--- config.mk ---
export PLATFORM = sky130hd
export DESIGN_NAME = period_timer
export DESIGN_NICKNAME = d
export VERILOG_FILES = /design/src/rtl/ptmr_pkg.sv /design/src/rtl/ptmr_prescale.sv /design/src/rtl/ptmr_counter.sv /design/src/rtl/ptmr_postscale.sv /design/src/rtl/period_timer.sv
export SDC_FILE = /design/constraint.sdc
export NUM_CORES = 1
export LEC_CHECK = 0
export ABC_AREA = 1
export BUFFER_PORTS_ARGS = -buffer_cell sky130_fd_sc_hd__clkbuf_2
export CAP_MARGIN = 10
export CORE_MARGIN = 1.5
export CORE_UTILIZATION = 50
export CTS_CLUSTER_DIAMETER = 30
export DETAILED_ROUTE_END_ITERATION = 12
export PLACE_DENSITY_LB_ADDON = 0.05
export REMOVE_ABC_BUFFERS = 1
export SETUP_SLACK_MARGIN = 0.1
export SYNTH_ARGS = -nofsm -noshare
export SYNTH_HDL_FRONTEND = slang
export SYNTH_SLANG_ARGS = --single-unit
--- constraint.sdc ---
create_clock -name clk_i -period 2.6 [get_ports clk_i]
set_input_delay 0.26 -clock clk_i [delete_from_list [all_inputs] [get_ports clk_i]]
set_output_delay 0.26 -clock clk_i [all_outputs]
set_load 0.03 [all_outputs]
--- src/rtl/ptmr_pkg.sv ---
package ptmr_pkg;
  localparam int ADDR_W   = 2;
  localparam int POST_W   = 4;
  localparam int PRE_SEL_W = 2;

  typedef enum logic [ADDR_W-1:0] {
    REG_CNT  = 2'd0,
    REG_PER  = 2'd1,
    REG_CTRL = 2'd2
  } reg_sel_e;

  typedef struct packed {
    logic [POST_W-1:0]    post;
    logic                 run;
    logic [PRE_SEL_W-1:0] pre;
  } ctrl_t;

  localparam int CTRL_W = $bits(ctrl_t);
endpackage

--- src/rtl/ptmr_prescale.sv ---
module ptmr_prescale #(
  parameter int DIV_W = 4
) (
  input  logic       clk_i,
  input  logic       rst_ni,
  input  logic       clr_i,
  input  logic       en_i,
  input  logic [1:0] sel_i,
  output logic       step_o
);
  localparam logic [DIV_W-1:0] MID_TERM = DIV_W'((1 << (DIV_W / 2)) - 1);

  logic [DIV_W-1:0] div_q, term;

  always_comb begin
    case (sel_i)
      2'b00:   term = '0;
      2'b01:   term = MID_TERM;
      default: term = '1;
    endcase
  end

  assign step_o = en_i && (div_q == term);

  always_ff @(posedge clk_i or negedge rst_ni) begin
    if (!rst_ni)      div_q <= '0;
    else if (clr_i)   div_q <= '0;
    else if (en_i)    div_q <= step_o ? '0 : div_q + 1'b1;
  end
endmodule

--- src/rtl/ptmr_counter.sv ---
module ptmr_counter #(
  parameter int W = 8
) (
  input  logic         clk_i,
  input  logic         rst_ni,
  input  logic         load_i,
  input  logic [W-1:0] load_val_i,
  input  logic         step_i,
  input  logic [W-1:0] period_i,
  output logic [W-1:0] cnt_o,
  output logic         wrap_o
);
  logic [W-1:0] cnt_q;

  assign wrap_o = step_i && (cnt_q == period_i);
  assign cnt_o  = cnt_q;

  always_ff @(posedge clk_i or negedge rst_ni) begin
    if (!rst_ni)      cnt_q <= '0;
    else if (load_i)  cnt_q <= load_val_i;
    else if (step_i)  cnt_q <= wrap_o ? '0 : cnt_q + 1'b1;
  end
endmodule

--- src/rtl/ptmr_postscale.sv ---
module ptmr_postscale #(
  parameter int W = 4
) (
  input  logic         clk_i,
  input  logic         rst_ni,
  input  logic         clr_i,
  input  logic         wrap_i,
  input  logic [W-1:0] sel_i,
  output logic         fire_o
);
  logic [W-1:0] post_q;

  assign fire_o = wrap_i && (post_q == sel_i);

  always_ff @(posedge clk_i or negedge rst_ni) begin
    if (!rst_ni)      post_q <= '0;
    else if (clr_i)   post_q <= '0;
    else if (wrap_i)  post_q <= fire_o ? '0 : post_q + 1'b1;
  end
endmodule

--- src/rtl/period_timer.sv ---
module period_timer
  import ptmr_pkg::*;
#(
  parameter int W     = 8,
  parameter int DIV_W = 4
) (
  input  logic              clk_i,
  input  logic              rst_ni,
  input  logic              tick_i,
  input  logic              wr_en_i,
  input  logic [ADDR_W-1:0] addr_i,
  input  logic [W-1:0]      wdata_i,
  output logic [W-1:0]      rdata_o,
  input  logic              irq_clr_i,
  output logic              match_o,
  output logic              irq_o
);
  ctrl_t        ctrl_q;
  logic [W-1:0] period_q, cnt_q;
  logic         wr_cnt, wr_per, wr_ctrl, scaler_clr, tick_en;
  logic         step, wrap, fire, match_q, irq_q;

  assign wr_cnt     = wr_en_i && (addr_i == REG_CNT);
  assign wr_per     = wr_en_i && (addr_i == REG_PER);
  assign wr_ctrl    = wr_en_i && (addr_i == REG_CTRL);
  assign scaler_clr = wr_cnt || wr_ctrl;
  // a restarting write swallows the tick of its own cycle
  assign tick_en    = ctrl_q.run && tick_i && !scaler_clr;

  always_ff @(posedge clk_i or negedge rst_ni) begin
    if (!rst_ni) begin
      ctrl_q   <= '0;
      period_q <= '1;
    end else begin
      if (wr_ctrl) ctrl_q   <= ctrl_t'(wdata_i[CTRL_W-1:0]);
      if (wr_per)  period_q <= wdata_i;
    end
  end

  ptmr_prescale #(.DIV_W(DIV_W)) u_pre (
    .clk_i  (clk_i),
    .rst_ni (rst_ni),
    .clr_i  (scaler_clr),
    .en_i   (tick_en),
    .sel_i  (ctrl_q.pre),
    .step_o (step)
  );

  ptmr_counter #(.W(W)) u_cnt (
    .clk_i      (clk_i),
    .rst_ni     (rst_ni),
    .load_i     (wr_cnt),
    .load_val_i (wdata_i),
    .step_i     (step),
    .period_i   (period_q),
    .cnt_o      (cnt_q),
    .wrap_o     (wrap)
  );

  ptmr_postscale #(.W(POST_W)) u_post (
    .clk_i  (clk_i),
    .rst_ni (rst_ni),
    .clr_i  (scaler_clr),
    .wrap_i (wrap),
    .sel_i  (ctrl_q.post),
    .fire_o (fire)
  );

  always_ff @(posedge clk_i or negedge rst_ni) begin
    if (!rst_ni) begin
      match_q <= 1'b0;
      irq_q   <= 1'b0;
    end else begin
      match_q <= wrap;
      if (fire)           irq_q <= 1'b1;
      else if (irq_clr_i) irq_q <= 1'b0;
    end
  end

  always_comb begin
    case (addr_i)
      REG_CNT:  rdata_o = cnt_q;
      REG_PER:  rdata_o = period_q;
      REG_CTRL: rdata_o = W'(ctrl_q);
      default:  rdata_o = '0;
    endcase
  end

  assign match_o = match_q;
  assign irq_o   = irq_q;
endmodule

==> impl_results.md <==
- Final Cycle Share: 0.6299
- PwrDens: about 760 nW/um^2
- Setup_tns: 0 ns
- Critical Path Sink Type: register
- Final Hold Slack: around 0.065 ns
- Placer Congestion: 0.8234
- Arr. time, crit path: 1.81 ns
- Syn Area/Cell: just over 7 um^2
- Status: finished clean
- Initial DRC Count: 176
- CP required: between 2 and 3 ns
- CP max stage delay: roughly 0.55 ns
- CTS Sinks: 33
- Root buffer cell: clkbuf_8
- Port Buffer Count: 24
- Post-DP HPWL: around 3700 um
- I/O pin count: 25
- First-pass GRT wire length: between 7000 and 8000 um
- Crit-path slowest cell: dfstp_2
- Critical path endpoint: u_cnt.cnt_o[1]$_DFFE_PN0P_
- Final core utilization: 0.5854
- Largest cells by area after synthesis: dfrtp_1, nand2_1, dfstp_2, inv_1, nand3_1
- DRC: 0
- Worst-case clock skew: about 0.0082 ns
- Proportion of layout cells with a drive suffix above 1: 0.1739
- Ys flop type: dfrtp_1
- Critical path's most frequent cell: nand2_1
- Reg2Reg Setup Slack: roughly 0.96 ns
- CP max FO: 8
- Via count: ~1900
- Yosys top cell by area: dfrtp_1
- CTS tree: yes
- Layout area overhead: 12.27%
- Max Cap Viol: 0
- Syn Std Cell Area: roughly 2100 um^2
- Peak supply drop: approximately 0.43 mV
- Die Ht: 67.82 um
- Worst Tran Pin Value: 0.8499 ns
- Pins Over Slew Limit: 0
- Vias in the first global route: 1709
- Ys async rst share: 1.000
- Post-layout min period: 1.638 ns
- Initial core utilization: 0.5214
- Worst reg2reg path depth: 9
- CTS Hold Bufs: 0
- Final setup violation count: 0
- Critical R2R Launch: period_q[6]$_DFFE_PN1P_
- Relative slew margins: 0.4334
- Layout net count: between 300 and 400
- Congestion Overflow GR: 0
- Worst setup SP type: register
- Vias/cell: around 5
- Cell area after layout: about 2400 um^2
- N_diodes: 0
- #FFs+latches synth: 33
- Maximum clock frequency: between 600 and 700 MHz
- EDFF count, synth: 0
- Die footprint: 4600 um^2
- Most instantiated library cell after synthesis: nand2_1
- WL final: 4905 um
- Post-synth top area share: 0.2978
- Seq/Total Area, Yosys: 0.3979
- Cells after Synth: 294
- Fillers: 405
- Core area: about 4000 um^2
- RSZ-0062 raised after global routing: false
- Post-CTS Setup Repair Bufs: 0
- H-tree lvl count: 2
- Die Wd: between 60 and 70 um
- WL/cell: ~13 um
- CTS Buf Count: 5
- Post-place instance area: around 2300 um^2
- Yosys Warn Count: 0
- R2R Path End: u_cnt.cnt_o[1]$_DFFE_PN0P_
- Lkg Pwr: around 0.0013 uW
- 1st-pass router iterations: 4
- Clk_lat worst skew: 0.29 ns
- Cell row count: 23
- Tot Pwr: ~1800 uW
- Largest net degree at the start of global routing: 34
- Unique masters post-synth: 26
- GRT Total Usage: 0.2408
- Cells along the critical path: inv_1 > nand2_1 > nand2_1 > inv_1 > nand2_1 > nor2_2 > nand2_1 > nand4_1 > nand3_1
- Initial antenna violation count: 0
- Hold Crit Class: in -> async
- Synth cell count leaders: nand2_1, inv_1, dfrtp_1, nand3_1, nor2_1
- Clock Tree Buf Depth: 2
- Reg clk slew, reported paths: 0.07 ns
- Critical Path Source: period_q[6]$_DFFE_PN1P_
- Final Hold Vio Count: 0
- Final ANT Viol Nets: 0
- WS Path Type: reg -> reg
- CTS resizes: 0
[layer usage]
layer  vias up  GRT usage  wire length (um)
met5         -          0                 0
met4         0    0.07750                60
met3         6    0.05428               180
met2        33     0.3615              2236
met1       871     0.3441              2428
li1        976          -                 -
[per-stage QoR]
stage / cells / setup WS (ns)
2_1_floorplan: 290 / 1.211
3_3_place_gp: 364 / 0.9251
3_5_place_dp: 364 / 0.8737
4_1_cts: 372 / 0.9659
5_1_grt: 372 / 0.8245
6_report: 372 / 0.9622
[layout by cell type (no fill, tap or decap), types with 2 or more instances in the layout]
cell,count
clkbuf_2,24
xor2_1,8
ha_1,3
inv_2,7
clkbuf_8,7
dfrtp_1,25
dfstp_2,8
o221ai_1,7
nand3_2,2
nor2_1,16
o22ai_1,2
nor3_1,3
inv_1,43
a21oi_1,3
nand2_1,106
xnor2_1,6
nor2_2,2
o21ai_0,15
nand3_1,20
nor2_4,2
nand4_1,8
[logic make-up after synthesis]
kind of cell / share of synthesized area
AND/OR/NAND/NOR: 0.3437
AO/OA/AOI/OAI: 0.08040
buffers and inverters: 0.1018
adder cells (fa/ha/maj): 0.01787
flip-flops: 0.3979
XOR/XNOR: 0.05837
[worst min-delay path by stage]
stage               slack (ns)                         end  startpoint  depth (start not counted)
finish                    0.07  u_cnt.cnt_o[5]$_DFFE_PN0P_      rst_ni                          1
global route              0.15  u_cnt.cnt_o[4]$_DFFE_PN0P_      rst_ni                          1
CTS                        0.1  u_cnt.cnt_o[4]$_DFFE_PN0P_      rst_ni                          1
detailed placement        0.40  u_cnt.cnt_o[7]$_DFFE_PN0P_      rst_ni                          1
global placement          0.41  u_cnt.cnt_o[7]$_DFFE_PN0P_      rst_ni                          1
floorplan                -0.04       ctrl_q[0]$_DFFE_PN0P_      rst_ni                          0
[flip-flops by register name, summed over array words and instances (netlist names)]
name           cells
period_q           8
u_cnt.cnt_o        8
ctrl_q             7
u_post.post_q      4
u_pre.div_q        4
irq_o              1
match_o            1
[critical path, delay by kind of cell, from the launching register on]
family / cells / cell delay [ns]
AND/OR/NAND/NOR: 7 / 0.87
buffers and inverters: 2 / 0.11
flip-flops: 1 / 0.55
[report_power, final]
part / switching [uW] / internal [uW]
clock network: 193 / 239
registers: 129 / 629
logic: 374 / 216
total: 696 / 1090
[area by class of cell]
class / count / area [um^2] / area share
clock buffers: 7 / 96.34 / 0.04085
clock inverters: 1 / 5.005 / 0.002122
inverters: 50 / 187.7 / 0.07958
multi-input cells: 207 / 1051 / 0.4456
flip-flops and latches: 33 / 835.8 / 0.3544
well taps: 50 / 62.56 / 0.02653
repair buffers: 24 / 120.1 / 0.05093
(Power assumes the default switching activity.)
